File: config.mk
export PLATFORM = sky130hd
export DESIGN_NAME = wakeup_filter
export DESIGN_NICKNAME = d
export VERILOG_FILES = /design/src/rtl/wf_pkg.sv /design/src/rtl/wf_classify.sv /design/src/rtl/wf_merge.sv /design/src/rtl/wf_pulse.sv /design/src/rtl/wakeup_filter.sv
export SDC_FILE = /design/constraint.sdc
export NUM_CORES = 1
export LEC_CHECK = 0
export BUFFER_PORTS_ARGS = -buffer_cell sky130_fd_sc_hd__buf_2
export CAP_MARGIN = 5
export CORE_ASPECT_RATIO = 0.6
export CORE_UTILIZATION = 45
export DETAILED_ROUTE_END_ITERATION = 7
export PLACE_DENSITY = 0.74
export SETUP_SLACK_MARGIN = 0.02
export SLEW_MARGIN = 40
export SYNTH_ARGS = -nofsm -noshare
export SYNTH_HDL_FRONTEND = slang
export SYNTH_SLANG_ARGS = --single-unit
export TNS_END_PERCENT = 1
File: constraint.sdc
create_clock -name clk_i -period 2.75 [get_ports clk_i]
set_input_delay 0.275 -clock clk_i [delete_from_list [all_inputs] [get_ports clk_i]]
set_output_delay 0.275 -clock clk_i [all_outputs]
set_load 0.01 [all_outputs]
File: src/rtl/wf_pkg.sv
package wf_pkg;
  typedef enum logic [2:0] {
    ST_IDLE, ST_RD_WAIT, ST_RD_ACT, ST_WR, ST_DONE
  } wf_state_e;

  localparam int unsigned OUT_N = 4;
  localparam logic [1:0] OUT_NONE   = 2'd0;
  localparam logic [1:0] OUT_KEY    = 2'd1;
  localparam logic [1:0] OUT_WAKE   = 2'd2;
  localparam logic [1:0] OUT_RESUME = 2'd3;
endpackage

File: src/rtl/wf_classify.sv
module wf_classify #(
  parameter int unsigned W          = 16,
  parameter int unsigned LEGACY_BIT = 0,
  parameter int unsigned KEY_BIT    = 1
) (
  input  logic [W-1:0] wake_i,
  output logic         skip_o,
  output logic [W-1:0] cleared_o,
  output logic         empty_o,
  output logic         key_only_o
);
  localparam logic [W-1:0] LEG_MASK = W'(1) << LEGACY_BIT;
  localparam logic [W-1:0] KEY_MASK = W'(1) << KEY_BIT;

  always_comb begin
    skip_o     = wake_i[W-1] || (wake_i == '0);
    cleared_o  = wake_i & ~LEG_MASK;
    empty_o    = (cleared_o == '0);
    key_only_o = !empty_o && ((cleared_o & ~KEY_MASK) == '0);
  end
endmodule

File: src/rtl/wf_merge.sv
module wf_merge #(
  parameter int unsigned W = 16
) (
  input  logic [W-1:0] waiting_i,
  input  logic [W-1:0] wake_i,
  input  logic [W-1:0] active_i,
  output logic [W-1:0] merged_o,
  output logic [W-1:0] masked_o,
  output logic         hit_o
);
  always_comb begin
    merged_o = waiting_i | wake_i;
    masked_o = merged_o & active_i;
    hit_o    = |masked_o;
  end
endmodule

File: src/rtl/wf_pulse.sv
module wf_pulse #(
  parameter int unsigned N = 4
) (
  input  logic                 fire_i,
  input  logic [$clog2(N)-1:0] sel_i,
  output logic [N-1:0]         pulse_o
);
  for (genvar g = 0; g < N; g++) begin : g_out
    assign pulse_o[g] = fire_i && (sel_i == ($clog2(N))'(g));
  end
endmodule

File: src/rtl/wakeup_filter.sv
module wakeup_filter #(
  parameter int unsigned DATA_W     = 16,
  parameter int unsigned ADDR_W     = 16,
  parameter logic [ADDR_W-1:0] WAIT_ADDR = 'h012A,
  parameter int unsigned LEGACY_BIT = 0,
  parameter int unsigned KEY_BIT    = 1
) (
  input  logic              clk_i,
  input  logic              rst_ni,
  input  logic              req_i,
  input  logic              load_i,
  input  logic [DATA_W-1:0] load_data_i,
  output logic [DATA_W-1:0] wake_o,
  output logic              rd_req_o,
  output logic [ADDR_W-1:0] rd_addr_o,
  input  logic              rd_valid_i,
  input  logic [DATA_W-1:0] rd_data_i,
  output logic              wr_req_o,
  output logic [ADDR_W-1:0] wr_addr_o,
  output logic [DATA_W-1:0] wr_data_o,
  input  logic              wr_ack_i,
  output logic              none_o,
  output logic              key_punt_o,
  output logic              wake_punt_o,
  output logic              resume_o
);
  import wf_pkg::*;

  localparam logic [ADDR_W-1:0] ACT_ADDR = WAIT_ADDR + ADDR_W'(1);
  localparam int unsigned SEL_W = $clog2(OUT_N);

  wf_state_e         state_q;
  logic [DATA_W-1:0] wake_q, ww_q, merged_q;
  logic [SEL_W-1:0]  outcome_q;

  logic              skip, empty, key_only, hit;
  logic [DATA_W-1:0] cleared, merged, masked;
  logic [OUT_N-1:0]  pulses;

  wf_classify #(.W(DATA_W), .LEGACY_BIT(LEGACY_BIT), .KEY_BIT(KEY_BIT)) u_classify (
    .wake_i(wake_q), .skip_o(skip), .cleared_o(cleared),
    .empty_o(empty), .key_only_o(key_only)
  );

  wf_merge #(.W(DATA_W)) u_merge (
    .waiting_i(ww_q), .wake_i(wake_q), .active_i(rd_data_i),
    .merged_o(merged), .masked_o(masked), .hit_o(hit)
  );

  wf_pulse #(.N(OUT_N)) u_pulse (
    .fire_i(state_q == ST_DONE), .sel_i(outcome_q), .pulse_o(pulses)
  );

  always_ff @(posedge clk_i or negedge rst_ni) begin
    if (!rst_ni) begin
      state_q   <= ST_IDLE;
      wake_q    <= '0;
      ww_q      <= '0;
      merged_q  <= '0;
      outcome_q <= OUT_NONE;
    end else begin
      unique case (state_q)
        ST_IDLE: begin
          if (req_i) begin
            if (skip) begin
              outcome_q <= OUT_NONE;
              state_q   <= ST_DONE;
            end else begin
              wake_q <= cleared;
              if (empty) begin
                outcome_q <= OUT_NONE;
                state_q   <= ST_DONE;
              end else if (key_only) begin
                outcome_q <= OUT_KEY;
                state_q   <= ST_DONE;
              end else begin
                state_q <= ST_RD_WAIT;
              end
            end
          end else if (load_i) begin
            wake_q <= load_data_i;
          end
        end
        ST_RD_WAIT: if (rd_valid_i) begin
          ww_q    <= rd_data_i;
          state_q <= ST_RD_ACT;
        end
        ST_RD_ACT: if (rd_valid_i) begin
          wake_q   <= masked;
          merged_q <= merged;
          if (hit) begin
            outcome_q <= OUT_WAKE;
            state_q   <= ST_DONE;
          end else begin
            state_q <= ST_WR;
          end
        end
        ST_WR: if (wr_ack_i) begin
          outcome_q <= OUT_RESUME;
          state_q   <= ST_DONE;
        end
        ST_DONE: state_q <= ST_IDLE;
        default: state_q <= ST_IDLE;
      endcase
    end
  end

  assign wake_o      = wake_q;
  assign rd_req_o    = (state_q == ST_RD_WAIT) || (state_q == ST_RD_ACT);
  assign rd_addr_o   = (state_q == ST_RD_ACT) ? ACT_ADDR : WAIT_ADDR;
  assign wr_req_o    = (state_q == ST_WR);
  assign wr_addr_o   = WAIT_ADDR;
  assign wr_data_o   = merged_q;
  assign none_o      = pulses[OUT_NONE];
  assign key_punt_o  = pulses[OUT_KEY];
  assign wake_punt_o = pulses[OUT_WAKE];
  assign resume_o    = pulses[OUT_RESUME];


  one_outcome_chk: assert property (@(posedge clk_i) disable iff (!rst_ni)
    $onehot0({none_o, key_punt_o, wake_punt_o, resume_o}));


  single_pulse_chk: assert property (@(posedge clk_i) disable iff (!rst_ni)
    (none_o || key_punt_o || wake_punt_o || resume_o) |=>
    !(none_o || key_punt_o || wake_punt_o || resume_o));


  rd_hold_chk: assert property (@(posedge clk_i) disable iff (!rst_ni)
    (rd_req_o && !rd_valid_i) |=> (rd_req_o && $stable(rd_addr_o)));


  wr_hold_chk: assert property (@(posedge clk_i) disable iff (!rst_ni)
    (wr_req_o && !wr_ack_i) |=> (wr_req_o && $stable(wr_data_o) && $stable(wr_addr_o)));


  no_rd_wr_overlap_chk: assert property (@(posedge clk_i) disable iff (!rst_ni)
    !(rd_req_o && wr_req_o));


  legacy_clear_chk: assert property (@(posedge clk_i) disable iff (!rst_ni)
    (state_q == ST_IDLE && req_i && !wake_o[DATA_W-1] && wake_o != '0)
    |=> !wake_o[LEGACY_BIT]);


  wake_punt_nonzero_chk: assert property (@(posedge clk_i) disable iff (!rst_ni)
    wake_punt_o |-> (wake_o != '0));


  resume_zero_chk: assert property (@(posedge clk_i) disable iff (!rst_ni)
    resume_o |-> (wake_o == '0));
endmodule

* After elaboration in Yosys (flattened, before gate mapping) *
Index checks and enable logic that the tools add are counted.

word-level totals
  register bits = 53
  word-level logic and storage cells = 70
  output and inout bits = 70
  input port bits = 38

operators by class
  bitwise gates (word level) = 2
  mux-type cells = 23
  equal/unequal tests = 17
  reduce and logical (&&, ||, !) cells = 22

operator list
  cell                                                 number
  zero test 16 bit                                     3
  two-way mux 16 bit                                   3
  case mux 16 bit (2 select lines)                     1
  two-way mux 3 bit                                    8
  AND 16 bit                                           1
  bitwise OR 16 bit                                    1
  OR reduction 16 bit                                  1
  two-way mux 2 bit                                    7
  inequality test 2 bit, second input constant         6
  case mux 3 bit (4 select lines)                      1
  AND reduction 4 bit                                  3
  equality test 3 x 2 -> 1 bit, second input constant  2
  inequality test 3 bit, second input constant         2
  case mux 2 bit (3 select lines)                      1
  AND reduction 6 bit                                  1
  logical AND 1 bit                                    5
  equality test 2 bit, second input constant           2
  inequality test 4 bit, second input constant         1
  AND reduction 2 bit                                  2
  equality test 3 x 1 -> 1 bit, second input constant  1
  equality test 3 bit, second input constant           1
  zero test 3 bit                                      1
  nonzero test 3 bit                                   1
  equality test 2 x 1 -> 1 bit, second input constant  1
  other kinds (6)                                      8

* Logic depth before layout (Yosys ltp) *
Gate-level depths: netlist of run 1.

  depth in word-level cells = 8
  gate-level depth with buffers = 6
  gate-level depth less buffers = 5

* Modules after synthesis *
Synthesis of run 1 repeated with hierarchy kept, for this count alone.

second synthesis, totals
  cell total of the unflattened synthesis = 320
  area, all modules = 3,328.2 um2

modules (own cells, without submodules)
  module         cells an instance  sequential area each (um2)  times used  area an instance (um2)
  wakeup_filter  252                1,326.3                     1           2,827.7
  wf_merge       37                 0.0                         1           252.7
  wf_classify    27                 0.0                         1           210.2
  wf_pulse       4                  0.0                         1           37.5

* Worst setup path before layout of run 1 *
OpenSTA, ideal clock, no wires.

  path kind = flip-flop to flip-flop
  from = reg wake_q[7] (netlist: wake_o[7])
  to = reg outcome_q[0]
  data required time = 2,622 ps
  library setup time = 128 ps
  period minus slack after synthesis = 1,818 ps
  path buffers = 0
  cell stages (with the launch flop) = 6
  path slack = 932 ps
  arrival time = 1,691 ps
  cells stage by stage = dfrtp_1 > nor4_1 > nand4_1 > a311o_1 > a21oi_2 > mux2_1

between the ends
  longest elaborated chain between the ends = 5
  elaborated cells on any way between the ends = 16
  those cells by class = eq/ne: 2; mux: 4; bitwise: 2; reduce/logical: 8

ends and longest elaborated chain
  what                                                                              line                 RTL
  start, declared                                                                   wakeup_filter.sv:33  logic [DATA_W-1:0] wake_q, ww_q, merged_q;
  start signal, assigned                                                            wakeup_filter.sv:69  wake_q <= cleared;
  start signal, assigned                                                            wakeup_filter.sv:81  wake_q <= load_data_i;
  start signal, assigned                                                            wakeup_filter.sv:89  wake_q <= masked;
  bitwise OR 16 bit, or another cell as far along                                   wf_merge.sv:12       merged_o = waiting_i | wake_i;
  AND 16 bit, or another cell as far along                                          wf_merge.sv:13       masked_o = merged_o & active_i;
  OR reduction 16 bit, or another cell as far along                                 wf_merge.sv:14       hit_o = |masked_o;
  inequality test 2 bit (no line), or another cell as far along                     --
  AND reduction 6 bit (no line) or case mux 2 bit (3 select lines) (tied branches)  --
  end signal, assigned                                                              wakeup_filter.sv:60  outcome_q <= OUT_NONE;
  end signal, assigned                                                              wakeup_filter.sv:66  outcome_q <= OUT_NONE;
  end signal, assigned                                                              wakeup_filter.sv:71  outcome_q <= OUT_NONE;
  end, declared                                                                     wakeup_filter.sv:34  logic [SEL_W-1:0] outcome_q;

Parallel ways exist; a longest one is shown, timed or not. The select of a mux whose other input is x is not followed.
A chain may end at the register's enable or synchronous reset.

* Worst setup path after layout of run 1 *
  from = reg state_q[1]
  to = out rd_addr_o[0]

between the ends
  longest elaborated chain between the ends = 2

ends and longest elaborated chain
  what                          line                  RTL
  start, declared               wakeup_filter.sv:32   wf_state_e state_q;
  start signal, assigned        wakeup_filter.sv:56   state_q <= ST_IDLE;
  start signal, assigned        wakeup_filter.sv:67   state_q <= ST_DONE;
  start signal, assigned        wakeup_filter.sv:72   state_q <= ST_DONE;
  equality test 3 x 2 -> 1 bit  wakeup_filter.sv:110  assign rd_addr_o = (state_q == ST_RD_ACT) ? ACT_ADDR : WAIT_ADDR;
  two-way mux 1 bit             wakeup_filter.sv:110
  end, declared                 wakeup_filter.sv:15   output logic [ADDR_W-1:0] rd_addr_o,

Every way passes these cells.

==> results of run 1 <==
-- critical path, stage by stage (launching register included) --
cell,delay (ns)
dfrtp_1,0.71
nor3b_4,0.30
buf_4,0.45
buf_2,0.22
-- worst paths after layout --
path	endpoint	slack (ns)
setup / recovery	rd_addr_o[0]	0.47
setup reg to reg	outcome_q[1]	0.64
hold / removal	wr_data_o[12]	-0.01
min in group clk_i	ww_q[0]	0.22
max in group asynchronous	wake_o[5]	2.11
hold reg to reg	wr_data_o[11]	0.53
-- state kept, by name, summed over array words and instances (netlist names) --
signal,cells
wr_data_o,16
ww_q,16
outcome_q,2
wake_o,16
state_q,3
-- cells by family (layout without fill, tap and decap cells) --
group / after synthesis / count (layout) / share of synthesized area
and+or+nand+nor: 104 / 104 / 0.193
AOI/OAI and AO/OA: 89 / 89 / 0.161
DFF: 53 / 53 / 0.451
buffers and inverters: 52 / 93 / 0.109
muxes: 21 / 21 / 0.0796
other: 2 / 31 / 0.00256
xor gates and xnor gates: 1 / 1 / 0.00298
-- layout make-up --
type | instances | area share
clock buffer | 7 | 0.0283
clock inverter | 1 | 0.00147
inverter | 3 | 0.00331
multi-input combinational | 246 | 0.421
sequential | 53 | 0.390
tap | 84 | 0.0309
timing repair buffer | 82 | 0.125
-- cell usage in the layout (no fill, tap or decap), types with 2 or more instances in the layout --
cell type / n
o21ai_0: 18
buf_4: 6
nor3b_4: 2
mux2_1: 2
nand4_1: 4
mux2i_1: 2
nor3_1: 3
nand2b_1: 17
nand2_1: 6
nor4_1: 3
inv_1: 3
nor2_1: 40
nor3b_1: 16
nand3_1: 3
buf_2: 76
clkbuf_8: 7
mux2_2: 17
nor2b_1: 5
dfrtp_1: 53
conb_1: 31
a21oi_1: 62
-- power by group --
| group | switching [mW] | total, mW | leakage, nW | internal [mW] |
|---|---|---|---|---|
| Combinational | 0.915 | 1.67 | 0.837 | 0.756 |
| Clock | 0.256 | 0.484 | 0.0542 | 0.228 |
| Sequential | 0.453 | 1.62 | 0.602 | 1.17 |
| Total | 1.62 | 3.77 | 1.49 | 2.15 |
-- per-stage QoR --
| stage | power [mW] | utilization | instances |
|---|---|---|---|
| floorplan | 2.67 | - | 351 |
| global route | 4.07 | 0.549 | 476 |
| CTS | 3.78 | 0.549 | 476 |
| finish | 3.77 | 0.549 | 476 |
| detailed placement | 3.29 | 0.533 | 468 |
| global placement | 3.23 | 0.533 | 468 |
-- routing by layer --
metal	part of all wire	vias to the layer above
met3	0.092	4
met4	0.0029	0
met2	0.42	99
met1	0.49	1167
met5	0	-
li1	-	1200
==> summary.md, run 1 <==
| Metric | Value |
|---|---|
| Remaining Overflow, GRT | `0` |
| Max Fclk | `439 MHz` |
| Max Cap Viol | `0` |
| Clk Latency, worst-skew pair | `0.31 ns` |
| Crit-path max FO | `48` |
| Max clock buf depth | `2` |
| Drt wl/cell | `15.3 um` |
| Post-Syn Area | `0.00294 sq mm` |
| Top_reg_cell synth | `dfrtp_1` |
| Die width | `106 um` |
| Final Cycle Share | `0.828` |
| Die height | `64.6 um` |
| DRC | `0` |
| Overall routing resource usage | `0.223` |
| Post-DP Area | `0.00330 sq mm` |
| Leakage dissipation | `1.49 nW` |
| IO Port Bufs | `76` |
| Post-synth EDFFs | `0` |
| Cell taking the most area after synthesis | `dfrtp_1` |
| Worst-path clk slew | `0.10 ns` |
| Pwr Density | `1110 mW/mm^2` |
| Vias in the first global route | `2,256` |
| Yosys cell types | `36` |
| Period minus WS final | `2.28 ns` |
| Maximum VDD drop | `422 uV` |
| Largest net degree at the start of global routing | `49` |
| First-pass GRT wire length | `11,700 um` |
| Post-CTS Setup Bufs | `0` |
| CP Launch Point | `state_q[1]` |
| Final Slew Violations | `0` |
| Share of cells above drive strength 1 | `0.291` |
| Syn Area/Cell | `9.12 sq um` |
| Synth area leaders | `dfrtp_1 45%, a21oi_1 11%, buf_4 7.9%` |
| Row count | `22` |
| Outcome | `complete, but fails checks` |
| # hold bufs at CTS | `0` |
| Failing checks | `negative hold slack` |
| Setup ws final | `0.473 ns` |
| Post-route cell area | `0.00340 sq mm` |
| Met3 GRT Util | `0.0513` |
| Final ANT Viol Nets | `0` |
| Num CTS Buffers | `5` |
| Drt pass-1 iters | `4` |
| Total clock sinks | `53` |
| CP startpoint kind | `flop` |
| WS Path Type | `reg -> out` |
| Initial core utilization | `0.474` |
| Register area share after synthesis | `0.451` |
| Final-report hold violation count | `9` |
| Worst Max-Slew Pin Slew | `0.677 ns` |
| RSZ-0062 raised after global routing | `no` |
| Root Driver | `clkbuf_8` |
| Area growth, synth to finish | `15.8%` |
| Total wire length | `7290 um` |
| H-tree Lvls | `2` |
| Vias | `2,470` |
| Final #Nets | `429` |
| Die area | `0.00687 sq mm` |
| Critical Path RT | `2.48 ns` |
| Cell count after synthesis | `322` |
| Multi-input gate area | `0.00143 sq mm` |
| Crit path arrival time | `2.00 ns` |
| Antenna fix cells | `0` |
| Storage cell area | `0.00133 sq mm` |
| # fillers | `590` |
| Ports | `108` |
| Routability Congestion | `0.890` |
| DR vias/cell | `5.19` |
| #FFs+latches synth | `53` |
| Setup violators final | `0` |
| CTS tree | `done` |
| RR Startpoint | `state_q[1]` |
| Final Skew | `0.0108 ns` |
| Rel. slew slack | `0.549` |
| GR met1 Demand/Resource | `0.344` |
| HP Class | `in -> async` |
| Layer with the highest usage | `met1` |
| Worst slack, placed | `0.684 ns` |
| Initial antenna violation count | `0` |
| Setup TNS | `0 ns` |
| Warnings from Yosys | `0` |
| Top cell type's share of synthesized area | `0.451` |
| Detailed placer's ending HPWL | `5380 um` |
| Iter 0 DRT Violations | `186` |
| Final hold slack | `-0.00996 ns` |
| Met2 Usage GRT | `0.317` |
| Cell with the most instances after synthesis | `a21oi_1` |
| CORE AREA | `0.00619 sq mm` |
| Top cells by count, synth | `62 x a21oi_1, 53 x dfrtp_1, 41 x nor2_1` |
| Path depth of the worst reg2reg path | `5` |
| Critical Path Sink Type | `output pin` |
| Async SR Flop Fraction | `1.00` |
| Cells resized by post-CTS repair | `0` |
Note: power is estimated with default switching activity, not from simulation.
==> run 2, diff against run 1 <==
--- a/config.mk
+++ b/config.mk
@@ -5,6 +5,7 @@
 export SDC_FILE = /design/constraint.sdc
 export NUM_CORES = 1
 export LEC_CHECK = 0
+export ABC_AREA = 1
 export BUFFER_PORTS_ARGS = -buffer_cell sky130_fd_sc_hd__buf_2
 export CAP_MARGIN = 5
 export CORE_ASPECT_RATIO = 0.6
==> constraint.sdc (replaced) <==
create_clock -name clk_i -period 2.2 [get_ports clk_i]
set_input_delay 0.22 -clock clk_i [delete_from_list [all_inputs] [get_ports clk_i]]
set_output_delay 0.22 -clock clk_i [all_outputs]
set_load 0.01 [all_outputs]
==> run 2 against run 1 <==
Sequential cell count unchanged. Global-route usage fell by 0.58 points. Highest routed layer unchanged. Area after synthesis decreased by 3.4%. The flow now finishes without violations. Die area down 3.4%. Design area down 4.2%. Count of clock-buffer cells in the layout is the same.
==> summary.md, run 2 <==
| Metric | Value |
|---|---|
| Post-CTS Setup Bufs | `0` |
| Total clock sinks | `53` |
| Final Skew | `0.0101 ns` |
| Largest net degree at the start of global routing | `54` |
| DR vias/cell | `4.82` |
| Iter 0 DRT Violations | `192` |
| Most frequent cells in the layout | `83 x nand2_1, 76 x buf_2, 72 x nor2_1` |
| Crit-path max cell delay | `0.42 ns` |
| Critical Path Sink Type | `flop` |
| Initial core utilization | `0.488` |
| Die height | `63.5 um` |
| Post-synth EDFFs | `0` |
| Placed cells | `521` |
| Area growth, synth to finish | `14.9%` |
| Register area share after synthesis | `0.468` |
| Total wire length | `6830 um` |
| Die width | `104 um` |
| Synth Area in Compound Gates | `0.101` |
| Overall routing resource usage | `0.217` |
| CTS tree | `done` |
| Drt pass-1 iters | `6` |
| Leakage dissipation | `1.75 nW` |
| Row count | `21` |
| Cell with the most instances after synthesis | `nand2_1` |
| Top cell type's share of synthesized area | `0.468` |
| CP startpoint kind | `flop` |
| Cell taking the most area after synthesis | `dfrtp_1` |
| Share of cells above drive strength 1 | `0.218` |
| Final-report hold violation count | `0` |
| HP Class | `in -> async` |
| Outcome | `complete, no violations` |
| Rel. slew slack | `0.553` |
| Pwr Density | `1330 mW/mm^2` |
| Crit path arrival time | `1.99 ns` |
| Max clock buf depth | `2` |
| # hold bufs at CTS | `0` |
| H-tree Lvls | `2` |
| Slowest CP cell | `dfrtp_1` |
| Simple-gate area share of the yosys netlist | `0.279` |
| Antenna fix cells | `0` |
| Warnings from Yosys | `0` |
| Critical Path RT | `2.38 ns` |
| Largest family of logic cells by synthesized area | `simple AND/OR/NAND/NOR gates` |
| Flop2flop setup slack | `0.39 ns` |
| Async SR Flop Fraction | `1.00` |
| Max Fclk | `552 MHz` |
| Post-synthesis mux area share | `0` |
| Path depth of the worst reg2reg path | `10` |
| Remaining Overflow, GRT | `0` |
| Initial antenna violation count | `0` |
| DRC | `0` |
| Period minus WS final | `1.81 ns` |
| Vias in the first global route | `2,253` |
| Routability Congestion | `0.826` |
| Yosys cell types | `23` |
| Final ANT Viol Nets | `0` |
| WS Path Type | `reg -> reg` |
| Top cells by count, synth | `83 x nand2_1, 72 x nor2_1, 53 x dfrtp_1` |
| First-pass GRT wire length | `11,100 um` |
| Worst-path clk slew | `0.09 ns` |
| Final Cycle Share | `0.823` |
| RR Endpoint | `wake_o[7]` |
| Final hold slack | `0.0186 ns` |
| CORE AREA | `0.00581 sq mm` |
| Crit-path max FO | `33` |
| Setup violators final | `0` |
| Num CTS Buffers | `5` |
| Ports | `108` |
| Maximum VDD drop | `522 uV` |
| Final #Nets | `486` |
| #FFs+latches synth | `53` |
| IO Port Bufs | `76` |
| Root Driver | `clkbuf_8` |
| Max Cap Viol | `0` |
| Most used cell, CP | `inv_2` |
| Detailed placer's ending HPWL | `5050 um` |
| Die area | `0.00664 sq mm` |
| Cells resized by post-CTS repair | `0` |
| Top_reg_cell synth | `dfrtp_1` |
| Final Slew Violations | `0` |
| Synth area leaders | `dfrtp_1 47%, nand2_1 11%, nor2_1 9.5%` |
| RR Startpoint | `state_q[1]` |
| Worst Max-Slew Pin Slew | `0.671 ns` |
| Xor/xnor cell area share of the yosys netlist | `0` |
| Clk Latency, worst-skew pair | `0.31 ns` |
| Setup TNS | `0 ns` |
| Cell count after synthesis | `375` |
| Syn Area/Cell | `7.56 sq um` |
| Vias | `2,552` |
| Post-synthesis adder-cell area fraction | `0` |
| Post-Syn Area | `0.00284 sq mm` |
| Final cell count without fillers | `529` |
| RSZ-0062 raised after global routing | `no` |
| Worst-path cell chain | `inv_2, nor2_4, inv_2, nor2_4, inv_2, nor2_2, inv_2, nand2_4, nor2_1, a31oi_1` |
| Drt wl/cell | `12.9 um` |
| Commonest non-fill, non-tap cell in the layout | `nand2_1` |
[run 2: layer usage]
metal	up-vias	share of wire	track usage
met2	135	0.40	0.291
li1	1279	-	-
met5	-	0	0
met4	0	0.0056	0.0571
met1	1129	0.50	0.339
met3	9	0.098	0.0528
[run 2: final cells by class]
cell class / count / area (sq um)
Clock inverter: 1 / 5.00
Inverter: 32 / 120
Timing Repair Buffer: 81 / 418
Multi-Input combinational cell: 275 / 1190
Sequential cell: 53 / 1330
Fill cell: 573 / 2550
Tap cell: 80 / 100
Clock buffer: 7 / 96.3
[run 2: report_power, final]
group | switching [mW] | leakage, nW | internal [mW]
clock | 0.318 | 0.0542 | 0.285
sequential | 0.397 | 0.649 | 1.44
combinational | 1.19 | 1.04 | 0.719
[run 2: kinds of logic after synthesis]
logic type | Yosys count
other | 2
buffers and inverters | 76
and+or+nand+nor | 191
AOI/OAI and AO/OA | 53
DFF | 53
[run 2: worst max path at each step]
stage | startpoint | endpoint | slack, ns | cells past startpoint
2_1_floorplan | state_q[2] | wake_o[10] | 0.79 | 9
3_3_place_gp | state_q[1] | wake_o[2] | 0.47 | 10
3_5_place_dp | state_q[2] | wake_o[5] | 0.42 | 9
4_1_cts | state_q[1] | wake_o[7] | 0.37 | 10
5_1_grt | state_q[1] | wake_o[12] | 0.15 | 10
6_report | state_q[1] | wake_o[7] | 0.39 | 10
[run 2: through the flow]
stage | instance area, sq um | power [mW] | utilization | setup WS [ns]
6_report | 3260 | 4.35 | 0.561 | 0.390
3_5_place_dp | 3160 | 3.75 | 0.544 | 0.417
2_1_floorplan | 2950 | 3.10 | - | 0.786
5_1_grt | 3260 | 4.76 | 0.561 | 0.149
4_1_cts | 3260 | 4.36 | 0.561 | 0.370
3_3_place_gp | 3160 | 3.67 | 0.544 | 0.472
[run 2: critical path: cells and delay by family, from the launching register on]
family / cells / cell delay [ns]
buffers and inverters: 4 / 0.61
DFF: 1 / 0.42
AOI/OAI and AO/OA: 1 / 0.06
and+or+nand+nor: 5 / 0.59
==> run 3, diff against run 2 <==
==> constraint.sdc (replaced) <==
create_clock -name clk_i -period 1.7 [get_ports clk_i]
set_input_delay 0.17 -clock clk_i [delete_from_list [all_inputs] [get_ports clk_i]]
set_output_delay 0.17 -clock clk_i [all_outputs]
set_load 0.01 [all_outputs]
==> run 3 against run 2 <==
Combinational power rose by 41%. Final cell count rose by 1.7%. Sequential power increased by 29%. Via count grew 1.9%. Clock power is 14% higher. Hold slack gained 0.11 ns. Register-to-register slack got worse by 0.24 ns. Core utilization rose by 2.0 points. Count of clock-buffer cells in the layout decreased by 1. Global-route usage hardly changed. Design area increased by 3.6%. Sequential share of layout area shrank 1.4 points. Highest routed layer unchanged.
==> summary.md, run 3 (synthesized netlist as in run 2, its figures left out) <==
| Metric | Value |
|---|---|
| Hold path start | `rd_data_i[2]` |
| Critical Path Sink Type | `output pin` |
| Sw Share | `0.439` |
| Final-report hold violation count | `0` |
| NetSw | `2.52 mW` |
| Final Cycle Share | `0.962` |
| Util after Layout | `0.582` |
| Final ANT Viol Nets | `0` |
| Maximum VDD drop | `746 uV` |
| Vias | `2,601` |
| Max clock buf depth | `2` |
| Crit-path max FO | `17` |
| Largest net degree at the start of global routing | `35` |
| Layer with the highest usage | `met1` |
| Outcome | `complete, no violations` |
| Critical Path RT | `1.53 ns` |
| Routability Congestion | `0.825` |
| Commonest non-fill, non-tap cell in the layout | `nand2_1` |
| Max Cap Viol | `0` |
| Final cell count without fillers | `538` |
| Leakage dissipation | `1.80 nW` |
| Initial core utilization | `0.488` |
| Share of cells above drive strength 1 | `0.245` |
| Met2 Usage GRT | `0.320` |
| Final Slew Violations | `0` |
| Ports | `108` |
| Iter 0 DRT Violations | `144` |
| DRC | `0` |
| First-pass GRT wire length | `11,300 um` |
| Final #Nets | `495` |
| Total wire length | `7040 um` |
| Most frequent cells in the layout | `82 x nand2_1, 75 x buf_2, 71 x nor2_1` |
| Internal Dissipation | `3.21 mW` |
| RR Endpoint | `outcome_q[0]` |
| H-tree Lvls | `2` |
| Overall routing resource usage | `0.217` |
| Die height | `63.5 um` |
| RSZ-0062 raised after global routing | `yes` |
| Antenna fix cells | `0` |
| Met3 GRT Util | `0.0466` |
| Remaining Overflow, GRT | `0` |
| Drt wl/cell | `13.1 um` |
| Setup violators final | `0` |
| Die area | `0.00664 sq mm` |
| HP Class | `in -> reg` |
| Path depth of the worst reg2reg path | `11` |
| Crit path arrival time | `1.47 ns` |
| Setup ws final | `0.0647 ns` |
| IO Port Bufs | `76` |
| Design Power | `5.74 mW` |
| Max Fclk | `612 MHz` |
| RR Startpoint | `state_q[1]` |
| Worst-path clk slew | `0.10 ns` |
| WS Path Type | `reg -> out` |
| CTS tree | `done` |
| Drt pass-1 iters | `4` |
| Num CTS Buffers | `5` |
| Flop pwr share | `0.413` |
| Period minus WS final | `1.64 ns` |
| Initial antenna violation count | `0` |
| DR vias/cell | `4.83` |
| GR met1 Demand/Resource | `0.328` |
| Final hold slack | `0.127 ns` |
| Pwr Density | `1700 mW/mm^2` |
| Worst slack, placed | `0.0613 ns` |
| Hold endpoint | `ww_q[2]` |
| Hold Crit Depth | `3` |
| Placed cells | `526` |
| CP startpoint kind | `flop` |
| Detailed placer's ending HPWL | `5370 um` |
| Row count | `21` |
| Final Skew | `0.0126 ns` |
| Root Driver | `clkbuf_8` |
| Clk Latency, worst-skew pair | `0.30 ns` |
| Combinational share of power | `0.467` |
| Flop2flop setup slack | `0.15 ns` |
| Area growth, synth to finish | `19.1%` |
| Total clock sinks | `53` |
| # fillers | `537` |
| Clock share of power | `0.120` |
| Vias in the first global route | `2,378` |
| CORE AREA | `0.00581 sq mm` |
| Die width | `104 um` |
-- run 3: repair_timing --
item                       CTS  global route
resized for setup            2            11
pin swaps                    1             1
buffers inserted             2             1
hold endpoints to repair    19             0
setup endpoints to repair    1            19
hold buffers                 1             0
-- run 3: worst max path at each step --
| stage | startpoint | to | slack (ns) | depth (start not counted) |
|---|---|---|---|---|
| global placement | state_q[1] | outcome_q[0] | 0.1 | 11 |
| floorplan | state_q[2] | wake_o[10] | 0.29 | 9 |
| detailed placement | state_q[1] | outcome_q[1] | 0.06 | 11 |
| finish | state_q[2] | rd_req_o | 0.06 | 7 |
| CTS | state_q[2] | rd_req_o | 0.04 | 5 |
| global route | state_q[2] | rd_req_o | -0.01 | 7 |
-- run 3: stage by stage --
stage,TNS [ns],instance area [sq um]
after global routing,-0.0117,3380
after floorplan,0,2950
after CTS,0,3320
after global placement,0,3210
after detailed placement,0,3210
final,0,3380
-- run 3: worst max-delay path: stages (launching register included) --
cell and delay (ns):
dfrtp_2 0.43, nor2_4 0.16, inv_2 0.06, nor2_4 0.10, inv_2 0.07, buf_8 0.16, nand2_2 0.09, buf_6 0.10
-- run 3: final cells by class --
class | count | area (sq um) | share of cell area
Sequential cell | 53 | 1330 | 0.393
Multi-Input combinational cell | 275 | 1230 | 0.365
Timing Repair Buffer | 90 | 514 | 0.152
Inverter | 32 | 120 | 0.0356
Tap cell | 80 | 100 | 0.0296
Clock buffer | 6 | 72.6 | 0.0215
Clock inverter | 2 | 10.0 | 0.00296
-- run 3: power by group through the flow --
stage          Combinational (mW)  Clock, mW  Sequential, mW
2_1_floorplan                1.54          0            2.47
3_3_place_gp                 2.44          0            2.36
3_5_place_dp                 2.52          0            2.38
4_1_cts                      2.58      0.701            2.35
5_1_grt                      3.02      0.749            2.44
6_report                     2.68      0.687            2.37
-- run 3: metal layers --
layer	vias up	part of all wire
met4	0	0.0041
met1	1198	0.51
met3	4	0.081
met5	-	0
li1	1296	-
met2	103	0.41
